File: src/rtl/pwk_pkg.sv
package pwk_pkg;

   typedef enum logic [1:0] {
      PWK_RUN    = 2'd0,
      PWK_HALT   = 2'd1,
      PWK_SETTLE = 2'd2
   } pwk_state_e;

   typedef enum logic [1:0] {
      PWK_EXIT_NEXT = 2'd0,
      PWK_EXIT_VEC  = 2'd1,
      PWK_EXIT_WARM = 2'd2,
      PWK_EXIT_COLD = 2'd3
   } pwk_exit_e;

endpackage

File: src/rtl/pwk_edge_det.sv
// Falling-edge wake detector for one group of port pins.
module pwk_edge_det #(
   parameter int W = 8
) (
   input  logic         clk,
   input  logic         rst_n,
   input  logic [W-1:0] pins,
   input  logic [W-1:0] en,
   output logic         hit
);

   logic [W-1:0] prev_q;

   // Cleared at reset so a pin held low out of reset is not seen as an edge.
   always_ff @(posedge clk or negedge rst_n) begin
      if (!rst_n) prev_q <= '0;
      else        prev_q <= pins;
   end

   assign hit = |(prev_q & ~pins & en);

endmodule

File: src/rtl/pwk_irq_gate.sv
// Arms interrupts at halt entry and picks the vectored candidate.
module pwk_irq_gate #(
   parameter int N       = 4,
   parameter int HAS_EXT = 1,
   parameter int EXT_IDX = 0,
   parameter int IDW     = 2
) (
   input  logic           clk,
   input  logic           rst_n,
   input  logic           arm,
   input  logic [N-1:0]   req,
   input  logic [N-1:0]   en,
   output logic           wake,
   output logic           vec_ok,
   output logic [IDW-1:0] vec_id
);

   logic [N-1:0] ext_mask;
   logic [N-1:0] armed_q;
   logic [N-1:0] waking;
   logic [N-1:0] cand;

   generate
      if (HAS_EXT != 0) begin : g_ext
         assign ext_mask = N'(1) << EXT_IDX;
      end else begin : g_noext
         assign ext_mask = '0;
      end
   endgenerate

   // Anything already requesting at entry is excluded for this halt.
   always_ff @(posedge clk or negedge rst_n) begin
      if (!rst_n)   armed_q <= '0;
      else if (arm) armed_q <= ~req & ~ext_mask;
   end

   assign waking = req & armed_q;
   assign wake   = |waking;
   assign cand   = waking & en;
   assign vec_ok = |cand;

   // Lowest index wins.
   always_comb begin
      vec_id = '0;
      for (int i = N - 1; i >= 0; i--) begin
         if (cand[i]) vec_id = IDW'(i);
      end
   end

endmodule

File: src/rtl/pwk_settle_timer.sv
// Counts the settling window; last is high in its final cycle.
module pwk_settle_timer #(
   parameter int N  = 1024,
   parameter int CW = 10
) (
   input  logic clk,
   input  logic rst_n,
   input  logic run,
   output logic last
);

   logic [CW-1:0] cnt_q;

   always_ff @(posedge clk or negedge rst_n) begin
      if (!rst_n)    cnt_q <= '0;
      else if (!run) cnt_q <= '0;
      else           cnt_q <= cnt_q + CW'(1);
   end

   assign last = run && (cnt_q == CW'(N - 1));

endmodule

File: src/rtl/pwk_halt_ctrl.sv
module pwk_halt_ctrl
   import pwk_pkg::*;
#(
   parameter int PA_W        = 8,
   parameter int GRP_W       = 8,
   parameter int N_IRQ       = 4,
   parameter int HAS_EXT_IRQ = 1,
   parameter int EXT_IRQ_IDX = 0,
   parameter int SETTLE_CYC  = 1024,
   localparam int IRQ_IDW    = (N_IRQ > 1) ? $clog2(N_IRQ) : 1
) (
   input  logic               clk,
   input  logic               rst_n,
   input  logic               halt_req,
   input  logic               ext_rst_req,
   input  logic               wdt_ovf,
   input  logic               wdt_clr,
   input  logic [PA_W-1:0]    pa_in,
   input  logic [PA_W-1:0]    pa_wake_en,
   input  logic [GRP_W-1:0]   pb_in,
   input  logic [GRP_W-1:0]   pc_in,
   input  logic [GRP_W-1:0]   pd_in,
   input  logic               pb_wake_en,
   input  logic               pc_wake_en,
   input  logic               pd_wake_en,
   input  logic [N_IRQ-1:0]   irq_req,
   input  logic [N_IRQ-1:0]   irq_en,
   input  logic               stack_full,
   output logic               sys_clk_en,
   output logic               cpu_hold,
   output logic               resume_next,
   output logic               take_irq,
   output logic [IRQ_IDW-1:0] take_irq_id,
   output logic               warm_rst,
   output logic               chip_rst,
   output logic               to_flag,
   output logic               pdf_flag
);

   localparam int CNT_W  = $clog2(SETTLE_CYC);
   localparam int N_GRP  = 3;

   // Elaboration-time parameter checks
   generate
      if (PA_W < 1 || GRP_W < 1) begin : g_bad_width
         $error("pwk_halt_ctrl: port widths must be at least 1");
      end
      if (N_IRQ < 2) begin : g_bad_irq
         $error("pwk_halt_ctrl: N_IRQ must be at least 2");
      end
      if (HAS_EXT_IRQ != 0 && (EXT_IRQ_IDX < 0 || EXT_IRQ_IDX >= N_IRQ)) begin : g_bad_ext
         $error("pwk_halt_ctrl: EXT_IRQ_IDX out of range");
      end
      if (SETTLE_CYC < 2) begin : g_bad_settle
         $error("pwk_halt_ctrl: SETTLE_CYC must be at least 2");
      end
   endgenerate

   pwk_state_e          state_q;
   pwk_exit_e           exit_q;
   pwk_exit_e           exit_d;
   logic [IRQ_IDW-1:0]  id_q;
   logic                in_run, in_halt, in_settle;
   logic                halt_go;
   logic                a_hit;
   logic [N_GRP-1:0]    grp_hit;
   logic                port_hit;
   logic                irq_wake, irq_vec_ok;
   logic [IRQ_IDW-1:0]  irq_vec_id;
   logic                wake_any;
   logic                settle_last;
   logic                next_q, vec_q, warm_q, cold_q;
   logic                to_q, pdf_q;

   assign in_run    = (state_q == PWK_RUN);
   assign in_halt   = (state_q == PWK_HALT);
   assign in_settle = (state_q == PWK_SETTLE);
   assign halt_go   = in_run && halt_req && !ext_rst_req && !wdt_ovf;

   // Port A: one enable per pin
   pwk_edge_det #(.W(PA_W)) u_pa (
      .clk  (clk),
      .rst_n(rst_n),
      .pins (pa_in),
      .en   (pa_wake_en),
      .hit  (a_hit)
   );

   // Ports B, C, D: one enable per port
   logic [N_GRP*GRP_W-1:0] grp_pins;
   logic [N_GRP-1:0]       grp_en;
   assign grp_pins = {pd_in, pc_in, pb_in};
   assign grp_en   = {pd_wake_en, pc_wake_en, pb_wake_en};

   generate
      for (genvar g = 0; g < N_GRP; g++) begin : g_grp
         pwk_edge_det #(.W(GRP_W)) u_det (
            .clk  (clk),
            .rst_n(rst_n),
            .pins (grp_pins[g*GRP_W +: GRP_W]),
            .en   ({GRP_W{grp_en[g]}}),
            .hit  (grp_hit[g])
         );
      end
   endgenerate

   assign port_hit = a_hit || (|grp_hit);

   pwk_irq_gate #(
      .N      (N_IRQ),
      .HAS_EXT(HAS_EXT_IRQ),
      .EXT_IDX(EXT_IRQ_IDX),
      .IDW    (IRQ_IDW)
   ) u_irq (
      .clk   (clk),
      .rst_n (rst_n),
      .arm   (halt_go),
      .req   (irq_req),
      .en    (irq_en),
      .wake  (irq_wake),
      .vec_ok(irq_vec_ok),
      .vec_id(irq_vec_id)
   );

   pwk_settle_timer #(.N(SETTLE_CYC), .CW(CNT_W)) u_tmr (
      .clk  (clk),
      .rst_n(rst_n),
      .run  (in_settle),
      .last (settle_last)
   );

   assign wake_any = in_halt && (ext_rst_req || wdt_ovf || irq_wake || port_hit);

   // Exit chosen by priority: external reset, watchdog, interrupt, port
   always_comb begin
      if (ext_rst_req)                            exit_d = PWK_EXIT_COLD;
      else if (wdt_ovf)                           exit_d = PWK_EXIT_WARM;
      else if (irq_wake && irq_vec_ok && !stack_full) exit_d = PWK_EXIT_VEC;
      else                                        exit_d = PWK_EXIT_NEXT;
   end

   always_ff @(posedge clk or negedge rst_n) begin
      if (!rst_n) begin
         state_q <= PWK_RUN;
         exit_q  <= PWK_EXIT_NEXT;
         id_q    <= '0;
         to_q    <= 1'b0;
         pdf_q   <= 1'b0;
         next_q  <= 1'b0;
         vec_q   <= 1'b0;
         warm_q  <= 1'b0;
         cold_q  <= 1'b0;
      end else begin
         next_q <= 1'b0;
         vec_q  <= 1'b0;
         warm_q <= 1'b0;
         cold_q <= 1'b0;
         unique case (state_q)
            PWK_RUN: begin
               if (ext_rst_req) begin
                  // Flags kept; the pin restarts the rest of the chip.
               end else if (wdt_ovf) begin
                  to_q   <= 1'b1;
                  cold_q <= 1'b1;
               end else if (halt_req) begin
                  state_q <= PWK_HALT;
                  pdf_q   <= 1'b1;
                  to_q    <= 1'b0;
               end else if (wdt_clr) begin
                  pdf_q <= 1'b0;
               end
            end
            PWK_HALT: begin
               if (wake_any) begin
                  state_q <= PWK_SETTLE;
                  exit_q  <= exit_d;
                  id_q    <= irq_vec_id;
                  if (ext_rst_req) begin
                     to_q  <= 1'b0;
                     pdf_q <= 1'b1;
                  end else if (wdt_ovf) begin
                     to_q  <= 1'b1;
                     pdf_q <= 1'b1;
                  end
               end
            end
            PWK_SETTLE: begin
               if (settle_last) begin
                  state_q <= PWK_RUN;
                  unique case (exit_q)
                     PWK_EXIT_NEXT: next_q <= 1'b1;
                     PWK_EXIT_VEC:  vec_q  <= 1'b1;
                     PWK_EXIT_WARM: warm_q <= 1'b1;
                     PWK_EXIT_COLD: cold_q <= 1'b1;
                     default:       next_q <= 1'b1;
                  endcase
               end
            end
            default: state_q <= PWK_RUN;
         endcase
      end
   end

   assign sys_clk_en  = !in_halt;
   assign cpu_hold    = !in_run;
   assign resume_next = next_q;
   assign take_irq    = vec_q;
   assign take_irq_id = id_q;
   assign warm_rst    = warm_q;
   assign chip_rst    = cold_q;
   assign to_flag     = to_q;
   assign pdf_flag    = pdf_q;

endmodule

File: config.mk
export PLATFORM = sky130hd
export DESIGN_NAME = pwk_halt_ctrl
export DESIGN_NICKNAME = d
export VERILOG_FILES = /design/src/rtl/pwk_pkg.sv /design/src/rtl/pwk_edge_det.sv /design/src/rtl/pwk_irq_gate.sv /design/src/rtl/pwk_settle_timer.sv /design/src/rtl/pwk_halt_ctrl.sv
export SDC_FILE = /design/constraint.sdc
export NUM_CORES = 1
export LEC_CHECK = 0
export BUFFER_PORTS_ARGS = -buffer_cell sky130_fd_sc_hd__buf_4
export CORE_MARGIN = 1
export CORE_UTILIZATION = 50
export DETAILED_ROUTE_END_ITERATION = 10
export HOLD_SLACK_MARGIN = 0.15
export PLACE_DENSITY = 0.78
export SYNTH_ARGS = -nofsm -noshare
export SYNTH_HDL_FRONTEND = slang
export SYNTH_SLANG_ARGS = --single-unit
File: constraint.sdc
create_clock -name clk -period 2 [get_ports clk]
set_input_delay 0.6 -clock clk [delete_from_list [all_inputs] [get_ports clk]]
set_output_delay 0.6 -clock clk [all_outputs]
set_load 0.01 [all_outputs]
==> results.sh, run 1 <==
export IMPL_status="finished, final reports clean"
export IMPL_num_antenna_cells=0
export IMPL_worst_setup_hold_path_clk_slew_ps=60
export IMPL_r2r_start="u_irq.armed_q[1]"
export IMPL_wirelength_routed_um=4290
export IMPL_clock_skew_ps=5.85
export IMPL_max_slew_margin_pct=53.6
export IMPL_crit_path_end_kind="flop"
export IMPL_rsz0062_at_grt="false"
export IMPL_placement_setup_worst_slack_ps=-153
export IMPL_yosys_area_share_xor_xnor_pct=1.98
export IMPL_yosys_area_top_type="sky130_fd_sc_hd__dfrtp_1"
export IMPL_layout_area_overhead_vs_synth_pct=36.9
export IMPL_post_route_min_period_ps=1870
export IMPL_first_pass_grt_wire_length_um=7170
export IMPL_ys_warn_count=0
export IMPL_post_synthesis_compound_gate_area_fraction_pct=12.7
export IMPL_crit_required_ps=2210
export IMPL_cts_tree="yes"
export IMPL_synth_register_bits=57
export IMPL_synthDistinctLibCells=35
export IMPL_power_density_nw_per_um2=1010
export IMPL_layout_cells_most_common_list="sky130_fd_sc_hd__buf_4, sky130_fd_sc_hd__dfrtp_1, sky130_fd_sc_hd__inv_1"
export IMPL_cts_resized_gates=0
export IMPL_worstHoldPathType="input pin to async pin"
export IMPL_timing_final_ws_setup_ps=134
export IMPL_timing_critical_path_slowest_cell_delay_ps=440
export IMPL_avgRoutedWirePerCell_um=13.1
export IMPL_critical_path_top_delay_family="compound AO/OA/AOI/OAI gates"
export IMPL_power_switching_fraction_pct=25.6
export IMPL_io_pin_count=68
export IMPL_die_w_um=68.5
export IMPL_hpwlAfterDp_um=3190
export IMPL_crit_path_cell_trace="a222oi_1, o211ai_1, nor3_2, a41oi_2, buf_4, a2bb2oi_1"
export IMPL_p_seq_share_pct=46.3
export IMPL_final_design_area_no_fill_um2=3030
export IMPL_fmax_mhz=536
export IMPL_synth_top_family_by_area="simple AND/OR/NAND/NOR gates"
export IMPL_place_gp_congestion=0.769
export IMPL_internal_reg_to_reg_setup_slack_ps=130
export IMPL_worst_endpoint_arrival_ps=2070
export IMPL_final_hold_viol_count=0
export IMPL_row_count=23
export IMPL_synth_sequential_area_ratio_pct=64.4
export IMPL_finalPower_mw=3.05
export IMPL_clkLatencyLatePin_ps=320
export IMPL_synthSimpleGateAreaFrac_pct=14.1
export IMPL_grt_antenna_before_repair=0
export IMPL_drcViolationCount=0
export IMPL_number_of_global_route_vias_before_repair=1690
export IMPL_clk_path_buf_depth=2
export IMPL_placed_area_um2=2820
export IMPL_htree_levels=3
export IMPL_grt_ovfl_total=0
export IMPL_setup_worst_path_start_class="flop"
export IMPL_worstReg2RegEnd="exit_q[0]"
export IMPL_slowest_cell_on_the_critical_path="sky130_fd_sc_hd__a222oi_1"
export IMPL_ctsRootBufferMaster="sky130_fd_sc_hd__clkbuf_8"
export IMPL_fin_worst_hold_slack_ps=320
export IMPL_start_util_pct=53.8
export IMPL_dieHeight_um=68.5
export IMPL_worst_ir_drop_vdd_mv=0.597
export IMPL_clkSinkCount=57
export IMPL_max_cap_viol_count=0
export IMPL_final_cell_count_no_fill=328
export IMPL_total_number_of_nets_in_the_final_design=333
export IMPL_numCtsBuffers=9
export IMPL_die_area_um2=4700
export IMPL_post_cts_repair_setup_buffers=0
export IMPL_synth_cells=192
export IMPL_synth_mux_area_share_pct=1.47
export IMPL_final_common_cell="sky130_fd_sc_hd__buf_4"
export IMPL_route_vias_total=1648
export IMPL_drt_iter0_drc=114
export IMPL_worstPathBufferInverterCount=1
export IMPL_yosysTopAreaCellShare_pct=64.4
export IMPL_post_route_cells_drive_above_1_share_pct=34.5
export IMPL_routed_via_density=5.02
export IMPL_cts_hold_buffers=0
export IMPL_ys_dominant_reg_cell="sky130_fd_sc_hd__dfrtp_1"
export IMPL_setup_worst_path_class="flop to flop"
export IMPL_power_combinational_fraction_pct=16.9
export IMPL_setup_violations=0
export IMPL_number_of_nets_still_failing_antenna_checks_after_routing=0
export IMPL_tightest_slew_ps=696
export IMPL_grt_start_max_net_pins=58
export IMPL_fin_util_pct=73.6
export IMPL_placed_cells_incl_taps=313
export IMPL_asyncSetResetFlopFracSynth_pct=100
export IMPL_synthAdderAreaFrac_pct=0.565
export IMPL_final_setup_tns_ps=0
export IMPL_drt_pass1_iterations=4
export IMPL_postSynthNetCount=251
export IMPL_synth_edff_count=0
export IMPL_synth_area_leaders="sky130_fd_sc_hd__dfrtp_1, sky130_fd_sc_hd__inv_1, sky130_fd_sc_hd__o22ai_1"
export IMPL_worstPathMaxFanout=5
export IMPL_port_buffer_count=65
export IMPL_clockPowerShare_pct=36.8
export IMPL_post_synth_cell_area_avg_um2=11.5
export IMPL_track_usage_pct=21.6
export IMPL_power_net_switching_uw=782
export IMPL_final_max_slew_violation_count=0
export IMPL_timing_final_crit_share_pct=93.3
export IMPL_post_synth_instance_area_um2=2210
export IMPL_worst_r2r_path_cells=6
export IMPL_cellInternalPower_mw=2.27
export IMPL_leakage_nw=1.51
export IMPL_core_area_um2=4120
## flip-flops by register name (all words and copies together), names as in the netlist
register and cells:
take_irq 1, chip_rst 1, u_pa.prev_q 8, pdf_flag 1, u_tmr.cnt_q 10, take_irq_id 2
exit_q 2, to_flag 1, warm_rst 1, state_q 2, u_irq.armed_q 3, g_grp.u_det.prev_q 24
resume_next 1
## cell usage after synthesis, types with 3 or more instances
library cell and instances:
sky130_fd_sc_hd__a21oi_1 7, sky130_fd_sc_hd__and3_1 3, sky130_fd_sc_hd__dfrtp_1 57, sky130_fd_sc_hd__inv_1 26
sky130_fd_sc_hd__nand2_1 11, sky130_fd_sc_hd__nand3_1 8, sky130_fd_sc_hd__nand3b_1 7, sky130_fd_sc_hd__nand4_1 4
sky130_fd_sc_hd__nor2_1 12, sky130_fd_sc_hd__nor3_1 3, sky130_fd_sc_hd__o21ai_0 8, sky130_fd_sc_hd__o22ai_1 12
sky130_fd_sc_hd__o41ai_2 3, sky130_fd_sc_hd__or3_1 3, sky130_fd_sc_hd__xor2_1 4
## kinds of logic after synthesis
group                    count (synthesis)
adder cells (fa/ha/maj)                  1
flip-flops                              57
AO/OA/AOI/OAI                           39
XOR/XNOR                                 5
AND/OR/NAND/NOR                         59
buffers and inverters                   28
multiplexers                             3
## routing by layer
metal / track usage [%] / routed length, um
met3: 8.22 / 265
met4: 7.03 / 49
met5: 0 / 0
met2: 34.9 / 2050
met1: 26.5 / 1930
## area by class of cell
class,count,area [um^2]
multi-input combinational,107,682
fill,315,1080
timing repair buffer,73,548
inverter,26,97.6
clock inverter,2,35.0
sequential,57,1430
clock buffer,13,179
tap,50,62.6
## power by group through the flow
stage / combinational [mW] / sequential, mW / clock [mW]
2_1_floorplan: 0.264 / 1.42 / 0
3_3_place_gp: 0.510 / 1.43 / 0
3_5_place_dp: 0.523 / 1.43 / 0
4_1_cts: 0.525 / 1.41 / 1.16
5_1_grt: 0.581 / 1.43 / 1.21
6_report: 0.515 / 1.41 / 1.12
## how the worst max path moves through the flow
stage | depth (start not counted) | endpoint | from | slack (ps)
after floorplan | 5 | take_irq_id[0] | irq_req[1] | 160
after CTS | 5 | take_irq_id[0] | u_irq.armed_q[1] | 120
after detailed placement | 6 | take_irq_id[0] | irq_req[1] | -150
after global routing | 6 | exit_q[0] | u_irq.armed_q[1] | 40
after global placement | 6 | take_irq_id[0] | irq_req[1] | -130
final | 6 | exit_q[0] | u_irq.armed_q[1] | 130
(Power assumes the default switching activity.)
==> run 2: changes to the inputs <==
Settings changed: GPL_TIMING_DRIVEN set to 0.
==> run 2 against run 1 <==
  * Utilization is 2.5 points lower
  * Hold slack lost 7.8 ps
  * Critical path depth fell by 3
  * Setup slack lost 29 ps
  * Final area fell by 3.4%
  * Sequential share of layout area rose by 1.7 points
  * First-iteration DRC count is 55% lower
  * Power shrank 7.0%
  * Critical endpoint is now sys_clk_en
  * Largest cell class unchanged
==> results.sh, run 2 (synthesized netlist as in run 1, its figures left out) <==
export IMPL_routed_via_density=5.19
export IMPL_avgRoutedWirePerCell_um=13.3
export IMPL_start_util_pct=53.8
export IMPL_final_common_cell="sky130_fd_sc_hd__buf_4"
export IMPL_cellInternalPower_mw=2.07
export IMPL_timing_final_crit_share_pct=94.7
export IMPL_grt_start_max_net_pins=58
export IMPL_io_pin_count=68
export IMPL_num_antenna_cells=0
export IMPL_biggest_registers_after_layout="g_grp.u_det.prev_q (24), u_tmr.cnt_q (10), u_pa.prev_q (8)"
export IMPL_setup_worst_path_start_class="flop"
export IMPL_die_area_um2=4700
export IMPL_worstHoldPathType="input pin to async pin"
export IMPL_rsz0062_at_grt="false"
export IMPL_cts_hold_buffers=0
export IMPL_clkSinkCount=57
export IMPL_route_vias_total=1667
export IMPL_registers_top_by_ff_count="g_grp.u_det.prev_q"
export IMPL_final_cell_count_no_fill=321
export IMPL_fin_util_pct=71.1
export IMPL_crit_path_cell_trace="clkbuf_1, nand2b_1, buf_4"
export IMPL_power_net_switching_uw=773
export IMPL_multiInputGateArea_um2=682
export IMPL_status="finished, final reports clean"
export IMPL_post_route_min_period_ps=1890
export IMPL_num_fill_cells=331
export IMPL_power_switching_fraction_pct=27.2
export IMPL_clock_skew_ps=5.70
export IMPL_cts_resized_gates=0
export IMPL_ctsRootBufferMaster="sky130_fd_sc_hd__clkbuf_8"
export IMPL_row_count=23
export IMPL_internal_reg_to_reg_setup_slack_ps=120
export IMPL_max_slew_margin_pct=54.1
export IMPL_tightest_slew_ps=688
export IMPL_layout_cells_most_common_list="sky130_fd_sc_hd__buf_4, sky130_fd_sc_hd__dfrtp_1, sky130_fd_sc_hd__inv_1"
export IMPL_fmax_mhz=528
export IMPL_leakage_nw=1.44
export IMPL_placed_cells_incl_taps=307
export IMPL_grt_ovfl_total=0
export IMPL_numCtsBuffers=9
export IMPL_clockPowerShare_pct=31.9
export IMPL_number_of_flip_flops_in_the_largest_register=24
export IMPL_p_seq_share_pct=50.1
export IMPL_dieHeight_um=68.5
export IMPL_layout_area_overhead_vs_synth_pct=32.2
export IMPL_crit_path_end_kind="output port"
export IMPL_final_seq_area_um2=1430
export IMPL_total_number_of_nets_in_the_final_design=327
export IMPL_clkLatencyLatePin_ps=320
export IMPL_track_usage_pct=22.0
export IMPL_clk_path_buf_depth=2
export IMPL_port_buffer_count=65
export IMPL_slowest_cell_on_the_critical_path="sky130_fd_sc_hd__dfrtp_1"
export IMPL_drt_pass1_iterations=5
export IMPL_final_hold_viol_count=0
export IMPL_power_density_nw_per_um2=971
export IMPL_post_cts_repair_setup_buffers=0
export IMPL_wirelength_routed_um=4280
export IMPL_timing_critical_path_slowest_cell_delay_ps=330
export IMPL_number_of_nets_still_failing_antenna_checks_after_routing=0
export IMPL_drt_iter0_drc=51
export IMPL_htree_levels=3
export IMPL_cts_tree="yes"
export IMPL_drcViolationCount=0
export IMPL_post_route_cells_drive_above_1_share_pct=31.0
export IMPL_grt_antenna_before_repair=0
export IMPL_die_w_um=68.5
export IMPL_worst_endpoint_arrival_ps=1290
export IMPL_worstPathMaxFanout=9
export IMPL_number_of_global_route_vias_before_repair=1639
export IMPL_setup_worst_path_class="flop to output port"
export IMPL_crit_required_ps=1400
export IMPL_hpwlAfterDp_um=3170
export IMPL_power_combinational_fraction_pct=18.1
export IMPL_max_cap_viol_count=0
export IMPL_setup_violations=0
export IMPL_worst_setup_hold_path_clk_slew_ps=60
export IMPL_worst_ir_drop_vdd_mv=0.616
export IMPL_first_pass_grt_wire_length_um=7190
export IMPL_core_area_um2=4120
export IMPL_final_max_slew_violation_count=0
export IMPL_place_gp_congestion=0.759
==> run 2: cell count changes in the layout (fill, tap and decap cells not counted) <==
cell,before,now
sky130_fd_sc_hd__bufinv_16,1,0
sky130_fd_sc_hd__clkbuf_8,13,11
sky130_fd_sc_hd__clkbuf_1,0,5
sky130_fd_sc_hd__clkinv_2,1,0
sky130_fd_sc_hd__buf_4,73,65
==> run 2: metal layers <==
metal  wire (um)  vias to the layer above  GRT usage (%)
met4          64                        0           10.2
met5           0                        -              0
met1        1890                      789           27.4
met2        2030                       51           34.2
li1            -                      818              -
met3         300                        9           7.73
==> run 2: area by class of cell <==
cell class | count | share of cell area, %
flip-flops and latches | 57 | 48.7
repair buffers | 65 | 16.7
plain buffers | 2 | 0.257
multi-input cells | 107 | 23.3
inverters | 26 | 3.33
well taps | 50 | 2.14
clock buffers | 14 | 5.56
==> run 2: stage by stage <==
stage / power [mW] / instance area (um^2) / hold slack [ps] / setup WS, ps / TNS [ps]
2_1_floorplan: 1.69 / 2210 / 304 / 163 / 0
3_3_place_gp: 1.94 / 2760 / 453 / -207 / -658
3_5_place_dp: 1.96 / 2760 / 469 / -194 / -616
4_1_cts: 2.87 / 2930 / 339 / 85.1 / 0
5_1_grt: 3.02 / 2930 / 368 / 12.8 / 0
6_report: 2.84 / 2930 / 312 / 105 / 0
==> run 2: path summary, 6_finish.rpt <==
path | end | start | depth (start not counted)
hold / removal | g_grp[0].u_det.prev_q[4] | rst_n | 1
setup reg to reg | take_irq_id[0] | u_irq.armed_q[1] | 5
setup / recovery | sys_clk_en | state_q[0] | 3
max in group asynchronous | g_grp[2].u_det.prev_q[4] | rst_n | 1
min in group clk | u_pa.prev_q[5] | pa_in[5] | 1
hold reg to reg | u_tmr.cnt_q[0] | u_tmr.cnt_q[0] | 1
==> run 2: worst max-delay path: cells and delay by family (launching register included) <==
family | cells | cell delay, ps
AND/OR/NAND/NOR | 1 | 180
flip-flops | 1 | 330
buffers and inverters | 2 | 460
==> run 2: power by group through the flow <==
stage	logic [mW]	clock network [mW]	registers [mW]
after floorplan	0.264	0	1.42
after global placement	0.508	0	1.43
after detailed placement	0.525	0	1.44
after CTS	0.527	0.928	1.42
after global routing	0.589	0.989	1.44
final	0.513	0.905	1.42
